### src/rtl/fcmp_pkg.sv
// Package: shared types, register field positions and the condition-code
// encoding for the compare unit. Assumes a 32-bit status register.
package fcmp_pkg;

    localparam int CSR_W   = 32;
    localparam int POS_N   = 31;
    localparam int POS_V   = 28;
    localparam int POS_DN  = 25;
    localparam int POS_FZ  = 24;
    localparam int POS_IDE = 7;
    localparam int POS_IOC = 0;

    // Classification of one operand after the flush decision
    typedef struct packed {
        logic is_zero;    // zero, or a subnormal that was flushed
        logic is_denorm;  // raw operand is subnormal
        logic is_nan;
        logic is_snan;
    } opclass_t;

    typedef enum logic [1:0] {
        REL_EQ = 2'd0,
        REL_LT = 2'd1,
        REL_GT = 2'd2,
        REL_UN = 2'd3
    } relation_e;

    // Maps a relation to its N,Z,C,V code
    function automatic logic [3:0] rel_to_nzcv(relation_e r);
        case (r)
            REL_EQ:  return 4'b0110;
            REL_LT:  return 4'b1000;
            REL_GT:  return 4'b0010;
            default: return 4'b0011;
        endcase
    endfunction

endpackage

### src/rtl/fcmp_classify.sv
// Operand classifier: works out zero, subnormal, NaN and signalling NaN, and
// produces the operand as it will be compared (a flushed subnormal becomes a
// zero that keeps its sign). Assumes IEEE-style layout {sign, exp, frac}.
module fcmp_classify
    import fcmp_pkg::*;
#(
    parameter int EXP_W  = 8,
    parameter int FRAC_W = 23,
    localparam int W     = 1 + EXP_W + FRAC_W
) (
    input  logic [W-1:0] op,
    input  logic         flush,
    output opclass_t     cls,
    output logic [W-1:0] eff_op
);

    logic [EXP_W-1:0]  exp_f;
    logic [FRAC_W-1:0] frac_f;
    logic              exp_zero, exp_ones, frac_zero;

    assign exp_f     = op[W-2 -: EXP_W];
    assign frac_f    = op[FRAC_W-1:0];
    assign exp_zero  = (exp_f == '0);
    assign exp_ones  = (exp_f == '1);
    assign frac_zero = (frac_f == '0);

    // Classify the operand and apply the flush decision
    always_comb begin
        cls.is_denorm = exp_zero && !frac_zero;
        cls.is_nan    = exp_ones && !frac_zero;
        cls.is_snan   = cls.is_nan && !frac_f[FRAC_W-1];
        cls.is_zero   = exp_zero && (frac_zero || flush);
        eff_op        = (cls.is_denorm && flush) ? {op[W-1], {(W-1){1'b0}}} : op;
    end

endmodule

### src/rtl/fcmp_order.sv
// Ordering decision: maps each operand to an unsigned key whose order
// matches the numeric order, then compares the keys. NaNs give unordered and
// two zeros of any sign give equal. Assumes the operands were already flushed.
module fcmp_order
    import fcmp_pkg::*;
#(
    parameter int W = 32
) (
    input  logic [W-1:0] a,
    input  logic [W-1:0] b,
    input  opclass_t     cls_a,
    input  opclass_t     cls_b,
    output relation_e    rel
);

    logic [W-1:0] key_a, key_b;

    // Negative values are inverted; positive ones get their top bit set
    always_comb begin
        key_a = a[W-1] ? ~a : (a | {1'b1, {(W-1){1'b0}}});
        key_b = b[W-1] ? ~b : (b | {1'b1, {(W-1){1'b0}}});
    end

    // Choose the relation, with the special cases taking priority
    always_comb begin
        if (cls_a.is_nan || cls_b.is_nan)       rel = REL_UN;
        else if (cls_a.is_zero && cls_b.is_zero) rel = REL_EQ;
        else if (key_a == key_b)                 rel = REL_EQ;
        else if (key_a < key_b)                  rel = REL_LT;
        else                                     rel = REL_GT;
    end

endmodule

### src/rtl/fcmp_csr.sv
// Status and control register: condition code, mode bits and sticky
// exception bits. On a start cycle the compare result wins over a
// simultaneous write of the code, and a new exception wins over a clear.
module fcmp_csr
    import fcmp_pkg::*;
(
    input  logic             clk,
    input  logic             rst_n,
    input  logic             wr_en,
    input  logic [CSR_W-1:0] wr_data,
    input  logic             upd,
    input  relation_e        rel,
    input  logic             exc_inv,
    input  logic             exc_den,
    output logic             flush_en,
    output logic [CSR_W-1:0] rdata
);

    logic [3:0] nzcv_q;
    logic       dn_q, fz_q, ide_q, ioc_q;
    logic       unused_wr_bits;

    assign unused_wr_bits = ^{wr_data[27:26], wr_data[23:8], wr_data[6:1]};

    // Register update: write first, then the compare result on top
    always_ff @(posedge clk) begin
        if (!rst_n) begin
            nzcv_q <= '0;
            dn_q   <= 1'b0;
            fz_q   <= 1'b0;
            ide_q  <= 1'b0;
            ioc_q  <= 1'b0;
        end else begin
            if (wr_en) begin
                nzcv_q <= wr_data[POS_N:POS_V];
                dn_q   <= wr_data[POS_DN];
                fz_q   <= wr_data[POS_FZ];
                ide_q  <= wr_data[POS_IDE] | (upd & exc_den);
                ioc_q  <= wr_data[POS_IOC] | (upd & exc_inv);
            end else begin
                ide_q  <= ide_q | (upd & exc_den);
                ioc_q  <= ioc_q | (upd & exc_inv);
            end
            if (upd) nzcv_q <= rel_to_nzcv(rel);
        end
    end

    // Assemble the read view; undefined bits read as zero
    always_comb begin
        rdata           = '0;
        rdata[POS_N:POS_V] = nzcv_q;
        rdata[POS_DN]   = dn_q;
        rdata[POS_FZ]   = fz_q;
        rdata[POS_IDE]  = ide_q;
        rdata[POS_IOC]  = ioc_q;
    end

    assign flush_en = fz_q;

endmodule

### src/rtl/fcmp_status_unit.sv
// Top: single-precision compare with status register. A start strobe
// compares op_a with op_b under the current flush mode; done and the updated
// register appear in the next cycle. Assumes start lasts one cycle per compare.
module fcmp_status_unit
    import fcmp_pkg::*;
#(
    parameter int EXP_W  = 8,
    parameter int FRAC_W = 23,
    localparam int W     = 1 + EXP_W + FRAC_W
) (
    input  logic             clk,
    input  logic             rst_n,
    input  logic             start,
    input  logic             sig_cmp,
    input  logic [W-1:0]     op_a,
    input  logic [W-1:0]     op_b,
    input  logic             wr_en,
    input  logic [CSR_W-1:0] wr_data,
    output logic             done,
    output logic [CSR_W-1:0] csr_rdata
);

    logic [W-1:0] ops     [2];
    logic [W-1:0] eff_ops [2];
    opclass_t     cls     [2];
    logic         flush_en;
    relation_e    rel;
    logic         exc_inv, exc_den;

    assign ops[0] = op_a;
    assign ops[1] = op_b;

    for (genvar g = 0; g < 2; g++) begin : g_cls
        fcmp_classify #(.EXP_W(EXP_W), .FRAC_W(FRAC_W)) i_cls (
            .op     (ops[g]),
            .flush  (flush_en),
            .cls    (cls[g]),
            .eff_op (eff_ops[g])
        );
    end

    fcmp_order #(.W(W)) i_order (
        .a     (eff_ops[0]),
        .b     (eff_ops[1]),
        .cls_a (cls[0]),
        .cls_b (cls[1]),
        .rel   (rel)
    );

    // Exceptions raised by this compare
    always_comb begin
        exc_inv = cls[0].is_snan || cls[1].is_snan ||
                  (sig_cmp && (cls[0].is_nan || cls[1].is_nan));
        exc_den = flush_en && (cls[0].is_denorm || cls[1].is_denorm);
    end

    fcmp_csr i_csr (
        .clk      (clk),
        .rst_n    (rst_n),
        .wr_en    (wr_en),
        .wr_data  (wr_data),
        .upd      (start),
        .rel      (rel),
        .exc_inv  (exc_inv),
        .exc_den  (exc_den),
        .flush_en (flush_en),
        .rdata    (csr_rdata)
    );

    // Done pulse one cycle after start
    always_ff @(posedge clk) begin
        if (!rst_n) done <= 1'b0;
        else        done <= start;
    end

endmodule

### config.mk
export PLATFORM = sky130hd
export DESIGN_NAME = fcmp_status_unit
export DESIGN_NICKNAME = d
export VERILOG_FILES = /design/src/rtl/fcmp_pkg.sv /design/src/rtl/fcmp_classify.sv /design/src/rtl/fcmp_order.sv /design/src/rtl/fcmp_csr.sv /design/src/rtl/fcmp_status_unit.sv
export SDC_FILE = /design/constraint.sdc
export NUM_CORES = 1
export LEC_CHECK = 0
export BUFFER_PORTS_ARGS = -buffer_cell sky130_fd_sc_hd__clkbuf_2
export CAP_MARGIN = 20
export CORE_MARGIN = 4
export CORE_UTILIZATION = 46
export CTS_BUF_LIST = sky130_fd_sc_hd__clkbuf_4
export CTS_CLUSTER_SIZE = 16
export DETAILED_ROUTE_END_ITERATION = 8
export GPL_ROUTABILITY_DRIVEN = 0
export GPL_TIMING_DRIVEN = 0
export PLACE_DENSITY = 0.84
export SLEW_MARGIN = 20
export SYNTH_ARGS = -nofsm -noshare
export SYNTH_HDL_FRONTEND = slang
export SYNTH_SLANG_ARGS = --single-unit
### constraint.sdc
create_clock -name clk -period 3.5 [get_ports clk]
set_input_delay 0.7 -clock clk [delete_from_list [all_inputs] [get_ports clk]]
set_output_delay 0.7 -clock clk [all_outputs]
set_load 0.02 [all_outputs]
==> metrics.md, run 1 <==
| Metric | Value |
|---|---|
| Outcome | completed |
| CTS hold repair buffers | 0 |
| Post-route minimum period | 3.34 ns |
| Number of buffers created by CTS | 3 |
| Worst path slowest cell | ha_1 |
| WP data arrival | 3.50 ns |
| Post-layout util | 62.7% |
| Global Route Usage Sum | 19.2% |
| Fin Clk Skew | 0.000222 ns |
| Max Cap Violations | 0 |
| Placed inst area | 2860 um2 |
| First-pass GRT wire length | 9830 um |
| # rows | 25 |
| EDFF count, synth | 0 |
| Most used DFF post-synth | dfxtp_1 |
| Core region area | 4750 um2 |
| Final Hold Fails | 0 |
| Die width | 78.4 um |
| Count of pins over their slew limit | 0 |
| Starting Density | 47.9% |
| Final Setup Violations | 0 |
| Total clock sinks | 9 |
| Endpoint class of the critical path | register |
| Final WL | 6380 um |
| Grt peak-use layer | met2 |
| Synth area leader | ha_1 |
| Met2 Track Usage GR | 36.7% |
| Dpl hpwl | 5370 um |
| CTS max path bufs | 2 |
| Cell chain of the critical path | clkbuf_2 > nor3_1 > and4_1 > nand3_2 > nand3_2 > buf_4 > nand2_1 > xnor2_1 > ha_1 > nand4_1 > nor4_4 > nand3_1 > o311ai_2 > a2111oi_4 > a41o_1 |
| Largest cells by area after synthesis | ha_1 (18%), xnor2_1 (12%), xor2_1 (12%) |
| DIE AREA | 6150 um2 |
| Crit-path most repeated cell | nand3_2 |
| VDD IR max | 92.0 uV |
| Synth async-reset ratio | 0% |
| Tightest Pin Transition | 0.756 ns |
| Storage element area | 180 um2 |
| Class of the worst hold path | register to register |
| Post-Synthesis Mean Instance Area | 7.57 um2 |
| Count leader, synth | nand2_1 |
| Final instance area | 2980 um2 |
| Final WS setup | 0.155 ns |
| I/O pin count | 134 |
| Initial antenna violation count | 0 |
| Die Span Y | 78.4 um |
| Gr ovfl total | 0 |
| DRT iter0 DRCs | 107 |
| #FFs+latches synth | 9 |
| Largest net degree at the start of global routing | 11 |
| CTS tree | yes |
| Synth top cells by count | nand2_1 (50), ha_1 (32), xnor2_1 (32) |
| Post-Place Setup Slack | -0.428 ns |
| Fillers | 438 |
| Delay of the slowest critical-path stage | 0.33 ns |
| Layout Nets | 545 |
| Critical-path maximum fanout | 10 |
| Register area share after synthesis | 7.90% |
| # DRC | 0 |
| Post-Syn Instances | 301 |
| Multi-input gate area | 1980 um2 |
| Yosys top cell area share | 17.6% |
| Critical path buffers and inverters | 2 |
| Layout cells sized above 1 | 33.1% |
| DR vias/cell | 5.06 |
| Met1 Resource Use GR | 23.4% |
| Final ANT Viol Nets | 0 |
| DR pass1 iterations | 4 |
| PortBufs | 82 |
| Ys Warns | 0 |
| H-tree depth | 1 |
| Worst setup SP type | input pin |
| N_diodes | 0 |
| Number of global-route vias before repair | 2240 |
| Area grow syn2layout | 30.7% |
| Via Count | 2418 |
| Worst hold slack | 0.519 ns |
| Reg clk slew, reported paths | 0.06 ns |
| Period utilization | 95.6% |
| Slew headroom | 49.6% |
| Post-Syn Area | 2280 um2 |
| Avg WL per Cell | 13.4 um |
| F_max | 299 MHz |
| PwrDens | 199 nW/um2 |
| Required @ worst endpoint | 3.66 ns |
| Root Driver | clkbuf_4 |
| Global Route met3 Usage | 3.33% |
| Crit Path Category | input pin to register |
| Clk_lat worst skew | 0.26 ns |
| Dominant delay contributor by cell family on the critical path | simple AND/OR/NAND/NOR gates |
| Synth unique cells | 39 |
| Leakage power | 1.57 nW |
cells by family after synthesis:
group           count (synthesis)  share of synthesized area [%]
compound gates                 35                           10.7
xor+xnor                       62                           23.8
fa+ha+maj                      32                           17.6
buf+inv                        44                           12.1
flops                           9                           7.90
mux                             8                           3.73
other cells                     1                          0.164
simple gates                  110                           24.0
area by class of cell:
type	instances	share of cell area (%)
inverter	2	0.252
buffer	42	9.24
timing repair buffer	83	14.0
clock buffer	4	1.01
tap	67	2.81
sequential	9	6.05
multi-input combinational	271	66.6
layout by cell type, fill, tap and decap left out, types with 2 or more instances in the layout:
cell type   n
a21boi_0    2
clkbuf_1    8
and4_1      2
ha_1       32
clkbuf_2   82
nand4_1    12
a21o_1      4
nand3_1     8
xor2_1     30
buf_4      31
nor2_1      5
mux2i_1     4
buf_1       2
clkbuf_4    5
o21a_1      3
nand2_1    50
dfxtp_1     9
nor3_1      2
nor2b_1     4
inv_1       2
and3_1      2
a21oi_1    13
xnor2_1    32
nor4_2      3
nor4_1      7
nand2b_1    3
o21ai_0     3
a31oi_1     2
conb_1     24
mux2_2      4
nand3_2     4
or4_1       4
through the flow:
step           std cells  TNS (ns)  power (mW)
2_1_floorplan        324         0       0.381
3_3_place_gp         473    -0.953       0.474
3_5_place_dp         473     -1.13       0.488
4_1_cts              477         0       0.583
5_1_grt              478   -0.0147       0.645
6_report             478         0       0.592
flip-flops by register name, summed over array words and instances (netlist names):
name,cells
done,1
i_csr.dn_q,1
i_csr.flush_en,1
i_csr.nzcv_q,4
i_csr.ide_q,1
i_csr.ioc_q,1
layer usage:
layer  wire length [um]  vias to the layer above
li1                   -                     1232
met1               2660                     1093
met2               3250                       85
met3                413                        8
met4                 53                        0
met5                  0                        -
worst reg2reg max path: stages (launching register included):
cell and delay [ns]:
dfxtp_1 0.47, nand3_2 0.19, clkbuf_4 0.24, nand2_1 0.09
xor2_1 0.06, ha_1 0.33, nand4_1 0.15, nor4_4 0.29
nand3_1 0.15, o311ai_2 0.13, a2111oi_4 0.11, a41o_1 0.24
path summary, 6_finish.rpt:
| path | cells past startpoint | startpoint | to | slack (ns) |
|---|---|---|---|---|
| worst max-delay path | 15 | op_a[21] | i_csr.nzcv_q[3]$_SDFFE_PN0P_ | 0.16 |
| worst min-delay path | 2 | i_csr.dn_q$_SDFFE_PN0P_ | i_csr.dn_q$_SDFFE_PN0P_ | 0.52 |
| worst max register to register | 11 | i_csr.flush_en$_SDFFE_PN0P_ | i_csr.nzcv_q[3]$_SDFFE_PN0P_ | 0.94 |
| worst min register to register | 2 | i_csr.dn_q$_SDFFE_PN0P_ | i_csr.dn_q$_SDFFE_PN0P_ | 0.52 |
where the power goes:
| part | total, mW | internal (mW) | switching (mW) | leakage, nW |
|---|---|---|---|---|
| Clock | 0.0891 | 0.0518 | 0.0373 | 0.0184 |
| Sequential | 0.113 | 0.109 | 0.00411 | 0.0744 |
| Combinational | 0.390 | 0.181 | 0.209 | 1.48 |
| Total | 0.592 | 0.342 | 0.251 | 1.57 |
timing repair:
item / in CTS / in global routing
setup endpoints to repair: 3 / 3
buffers inserted: 0 / 1
pin swaps: 0 / 3
cloned: 0 / 0
resized for setup: 4 / 13
(Power assumes the default switching activity.)
==> inputs of run 2 (changes only) <==
CORE_UTILIZATION = 40   (was 46)
PLACE_DENSITY = 0.74   (was 0.84)
clock period = 3.9 ns   (was 3.5 ns; I/O delays follow)
==> metrics.md, run 2 (synthesis gave the netlist of run 1 again) <==
| Metric | Value |
|---|---|
| Worst path slowest cell | ha_1 |
| DRT iter0 DRCs | 70 (-35%) |
| Most frequent cells in the layout | clkbuf_2 (82), nand2_1 (50), xnor2_1 (32), ha_1 (32), xor2_1 (30) |
| Avg WL per Cell | 12.8 um (-4.0%) |
| Most flop-heavy register | i_csr.nzcv_q |
| Largest net degree at the start of global routing | 11 (unchanged) |
| WP data arrival | 3.79 ns (+0.29 ns) |
| Critical-path maximum fanout | 10 (unchanged) |
| PortBufs | 82 (unchanged) |
| RSZ-0062 raised after global routing | no |
| Setup TNS | 0 ns (unchanged) |
| First-pass GRT wire length | 10100 um (+2.9%) |
| Period utilization | 93.1% |
| Max Cap Violations | 0 (unchanged) |
| H-tree depth | 1 (unchanged) |
| Outcome | completed |
| Global Route Usage Sum | 16.9% (-2.3 points) |
| F_max | 275 MHz |
| Number of buffers created by CTS | 3 (unchanged) |
| DR vias/cell | 4.88 (-3.6%) |
| Root Driver | clkbuf_4 |
| Crit-path most repeated cell | nand3_1 |
| # rows | 27 (+8.0%) |
| Area grow syn2layout | 28.0% |
| CTS hold repair buffers | 0 (unchanged) |
| Post-route minimum period | 3.63 ns |
| Class of the worst hold path | register to register |
| Endpoint class of the critical path | register |
| Power, Total | 0.518 mW (-13%) |
| Total clock sinks | 9 (unchanged) |
| Starting Density | 41.4% (-6.5 points) |
| CTS max path bufs | 2 (unchanged) |
| Layout cells sized above 1 | 31.2% (-1.9 points) |
| Final ANT Viol Nets | 0 (unchanged) |
| PwrDens | 177 nW/um2 (-11%) |
| CTS tree | yes |
| Worst setup SP type | input pin |
| # DRC | 0 (unchanged) |
| Crit Path Category | input pin to register |
| N_diodes | 0 (unchanged) |
| Clk_lat worst skew | 0.26 ns (about the same) |
| Core region area | 5510 um2 (+16%) |
| Slew headroom | 50.3% (+0.69 points) |
| VDD IR max | 90.5 uV (-1.6%) |
| Number of global-route vias before repair | 2342 (+4.6%) |
| Cell chain of the critical path | clkbuf_2 > nor4_1 > and4_1 > nand3_2 > nand3_1 > buf_2 > nand2_1 > xnor2_1 > ha_1 > nand4_1 > nor4_4 > nand3_1 > o311ai_2 > a2111oi_2 > a41o_1 |
| Tightest Pin Transition | 0.746 ns (-0.0103 ns) |
| Required @ worst endpoint | 4.06 ns (+0.40 ns) |
| Die width | 83.5 um (+6.5%) |
| Initial antenna violation count | 0 (unchanged) |
| Delay of the slowest critical-path stage | 0.33 ns (about the same) |
| Gr ovfl total | 0 (unchanged) |
| Placed inst area | 2870 um2 (+0.22%) |
| Dpl hpwl | 5370 um (about the same) |
| Leakage power | 1.56 nW (-0.90%) |
| Fin Clk Skew | 0.0000991 ns (-0.000123 ns) |
| DIE AREA | 6970 um2 (+13%) |
| Reg clk slew, reported paths | 0.06 ns (about the same) |
| Final Hold Fails | 0 (unchanged) |
| Final WL | 6180 um (-3.1%) |
| Max FFs per register | 4 (unchanged) |
| Commonest non-fill, non-tap cell in the layout | clkbuf_2 |
| Via Count | 2350 (-2.8%) |
| Count of pins over their slew limit | 0 (unchanged) |
| I/O pin count | 134 (unchanged) |
| DR pass1 iterations | 4 (unchanged) |
| Final Setup Violations | 0 (unchanged) |
| Final instance area | 2920 um2 (-2.0%) |
| Worst hold slack | 0.529 ns (+0.0106 ns) |
| Layout Nets | 544 (-0.18%) |
| Die Span Y | 83.5 um (+6.5%) |
[run 2: per-stage QoR]
stage,utilization (%),setup slack (ns),std cells
2_1_floorplan,-,0.579,324
3_3_place_gp,52.1,-0.128,478
3_5_place_dp,52.1,-0.167,478
4_1_cts,52.6,0.130,482
5_1_grt,53.0,0.0626,482
6_report,53.0,0.269,482
[run 2: power by group]
part           switching (mW)  total, mW  internal (mW)  leakage [nW]
Combinational           0.179      0.336          0.157          1.46
Sequential            0.00332      0.101         0.0981        0.0744
Clock                  0.0339     0.0803         0.0465        0.0184
[run 2: final cells by class]
cell class	instances	area, um2
plain buffers	42	268
clock buffers	4	30.0
fillers	550	2590
inverters	2	7.51
multi-input cells	271	1930
flip-flops and latches	9	180
well taps	72	90.1
repair buffers	82	410
[run 2: worst max-delay path: cells and delay by family]
kind,cells,cell delay (ns)
simple gates,8,1.70
compound gates,3,0.47
buf+inv,2,0.36
fa+ha+maj,1,0.33
xor+xnor,1,0.13
[run 2: timing repair]
item	in CTS	in global routing
setup buffers	0	0
resized for setup	0	3
endpoints found under the setup margin	0	3
[run 2: final timing paths]
kind | startpoint | end | slack, ns | depth (start not counted)
max reg2reg | i_csr.flush_en$_SDFFE_PN0P_ | i_csr.nzcv_q[3]$_SDFFE_PN0P_ | 1.33 | 11
min reg2reg | i_csr.dn_q$_SDFFE_PN0P_ | i_csr.dn_q$_SDFFE_PN0P_ | 0.53 | 2
max | op_a[5] | i_csr.nzcv_q[3]$_SDFFE_PN0P_ | 0.27 | 15
min | i_csr.dn_q$_SDFFE_PN0P_ | i_csr.dn_q$_SDFFE_PN0P_ | 0.53 | 2
[run 2: metal layers]
metal	wire length (um)	track usage (%)
met1	2700	20.2
met2	3100	31.3
met3	346	3.26
met4	38	3.22
met5	0	0
==> inputs of run 3 (changes only) <==
PLACE_DENSITY = 0.71   (was 0.74)
SYNTH_HIERARCHICAL = 1   (was unset)
==> metrics.md, run 3 <==
| Metric | Value |
|---|---|
| Post-Syn Instances | 340 (+13%) |
| PwrDens | 169 nW/um2 (-4.9%) |
| Count of pins over their slew limit | 0 (unchanged) |
| Register area share after synthesis | 6.52% (-1.4 points) |
| Crit Path Category | input pin to register |
| Area grow syn2layout | 23.2% |
| Reg clk slew, reported paths | 0.06 ns (about the same) |
| Final instance area | 3410 um2 (+17%) |
| DR vias/cell | 4.90 (+0.50%) |
| Most used DFF post-synth | dfxtp_1 |
| Die Span Y | 91.1 um (+9.2%) |
| Number of global-route vias before repair | 2575 (+9.9%) |
| Ys Warns | 6 (+6) |
| Via Count | 2592 (+10%) |
| H-tree depth | 1 (unchanged) |
| #FFs+latches synth | 9 (unchanged) |
| Layout cells sized above 1 | 41.2% (+10 points) |
| # DRC | 0 (unchanged) |
| Global Route Usage Sum | 16.1% (-0.81 points) |
| Starting Density | 40.9% (-0.47 points) |
| F_max | 272 MHz (-1.3%) |
| Commonest non-fill, non-tap cell in the layout | clkbuf_2 |
| Post-route minimum period | 3.68 ns (+0.0468 ns) |
| Outcome | completed |
| Gr ovfl total | 0 (unchanged) |
| CTS max path bufs | 2 (unchanged) |
| Post-Syn Area | 2770 um2 (+21%) |
| Required @ worst endpoint | 4.10 ns (+0.04 ns) |
| Synth area leader | ha_1 |
| Worst reg2reg setup slack | 0.81 ns (-0.52 ns) |
| Final Hold Fails | 0 (unchanged) |
| Number of buffers created by CTS | 3 (unchanged) |
| Final WL | 6770 um (+9.5%) |
| Max FFs per register | 4 (unchanged) |
| Die width | 91.1 um (+9.2%) |
| Placed inst area | 3360 um2 (+17%) |
| Initial antenna violation count | 0 (unchanged) |
| RSZ-0062 raised after global routing | no |
| DR pass1 iterations | 4 (unchanged) |
| Power, Total | 0.574 mW (+11%) |
| Synth unique cells | 50 (+28%) |
| # rows | 30 (+11%) |
| Dpl hpwl | 6020 um (+12%) |
| Largest cells by area after synthesis | ha_1 (14%), xnor2_1 (9.8%), xor2_1 (9.8%) |
| Count leader, synth | ha_1 |
| DRT iter0 DRCs | 61 (-13%) |
| Synth async-reset ratio | 0% (unchanged) |
| EDFF count, synth | 0 (unchanged) |
| VDD IR max | 185 uV (+100%) |
| Final Setup Violations | 0 (unchanged) |
| N_diodes | 0 (unchanged) |
| I/O pin count | 134 (unchanged) |
| Layout Nets | 583 (+7.2%) |
| Post-Synthesis Mean Instance Area | 8.13 um2 (+7.4%) |
| Critical-path maximum fanout | 10 (unchanged) |
| Leakage power | 1.65 nW (+6.0%) |
| Post-CTS sizing | 0 (unchanged) |
| Root Driver | clkbuf_4 |
| First-pass GRT wire length | 11200 um (+11%) |
| Yosys top cell area share | 14.5% (-3.1 points) |
| Worst setup SP type | input pin |
| Largest net degree at the start of global routing | 11 (unchanged) |
| Core region area | 6760 um2 (+23%) |
| Period utilization | 94.3% (+1.2 points) |
| Worst hold slack | 0.487 ns (-0.0419 ns) |
| DIE AREA | 8310 um2 (+19%) |
| Most frequent cells in the layout | clkbuf_2 (82), ha_1 (32), xor2_1 (31), xnor2_1 (31) |
| Max Cap Violations | 0 (unchanged) |
| Fin Clk Skew | 0.00293 ns (+0.00283 ns) |
| CTS hold repair buffers | 0 (unchanged) |
| Most flop-heavy register | i_csr/nzcv_q |
| Clk_lat worst skew | 0.26 ns (about the same) |
| Class of the worst hold path | register to register |
| Final WS setup | 0.222 ns (-0.0468 ns) |
| WP data arrival | 3.88 ns (+0.09 ns) |
| PortBufs | 82 (unchanged) |
| Setup bufs post-CTS | 0 (unchanged) |
| Final ANT Viol Nets | 0 (unchanged) |
| Total clock sinks | 9 (unchanged) |
| CTS tree | yes |
| Avg WL per Cell | 12.8 um (-0.19%) |
| Synth top cells by count | ha_1 (32), xnor2_1 (31), xor2_1 (31) |
| Endpoint class of the critical path | register |
| Post-Place Setup Slack | -0.107 ns (+0.0608 ns) |
-- run 3: changes by cell type after synthesis, moves of 6 or more --
cell      delta
and2_1      +15
nand3_1      -7
clkbuf_1     +6
nand2_1     -33
and2_4      +30
-- run 3: area by class of cell --
class,count,area [um2]
Inverter,1,3.75
Sequential cell,9,180
Multi-Input combinational cell,293,2280
Fill cell,656,3350
Timing Repair Buffer,82,410
Tap cell,80,100
Clock buffer,4,30.0
Buffer,60,399
-- run 3: logic make-up after synthesis --
| logic type | share of synthesized area [%] |
|---|---|
| simple gates | 30.3 |
| xor+xnor | 19.6 |
| buf+inv | 14.6 |
| compound gates | 12.0 |
| fa+ha+maj | 14.5 |
| flops | 6.52 |
| mux | 2.35 |
| other cells | 0.136 |
-- run 3: final timing paths --
path,depth (start not counted),from,endpoint
worst max register to register,12,i_csr/flush_en$_SDFFE_PN0P_,i_csr/nzcv_q[2]$_SDFFE_PN0P_
worst max-delay path,14,op_b[30],i_csr/nzcv_q[2]$_SDFFE_PN0P_
worst min-delay path,2,i_csr/nzcv_q[1]$_SDFFE_PN0P_,i_csr/nzcv_q[1]$_SDFFE_PN0P_
worst min register to register,2,i_csr/nzcv_q[1]$_SDFFE_PN0P_,i_csr/nzcv_q[1]$_SDFFE_PN0P_
-- run 3: through the flow --
stage | util, % | instances | setup TNS [ns]
after floorplan | - | 363 | 0
after CTS | 50.2 | 529 | 0
after global routing | 50.4 | 529 | 0
final | 50.4 | 529 | 0
after detailed placement | 49.8 | 525 | -0.352
after global placement | 49.8 | 525 | -0.0309
-- run 3: worst max-delay path: stages --
cell and delay (ns):
clkbuf_2 0.10, nor4_2 0.41, nand3_2 0.23, buf_6 0.20, and2_4 0.15, xnor2_1 0.11
ha_1 0.34, nand4_2 0.16, nor4_2 0.38, nand4_1 0.18, a211o_1 0.32, o41a_2 0.14
o21ai_0 0.19, o211a_1 0.17
-- run 3: metal layers --
metal  track usage (%)  up-vias  share of wire [%]
met4              3.27        0                1.2
li1                  -     1335                  -
met3              2.82        8                6.7
met5                 0        -                  0
met2              29.6       91                 50
met1              19.4     1158                 42
-- run 3: where the power goes --
group	internal, mW	total (mW)	switching, mW	leakage [nW]
registers	0.0989	0.103	0.00442	0.0745
clock network	0.0464	0.0794	0.0330	0.0184
logic	0.193	0.392	0.199	1.56
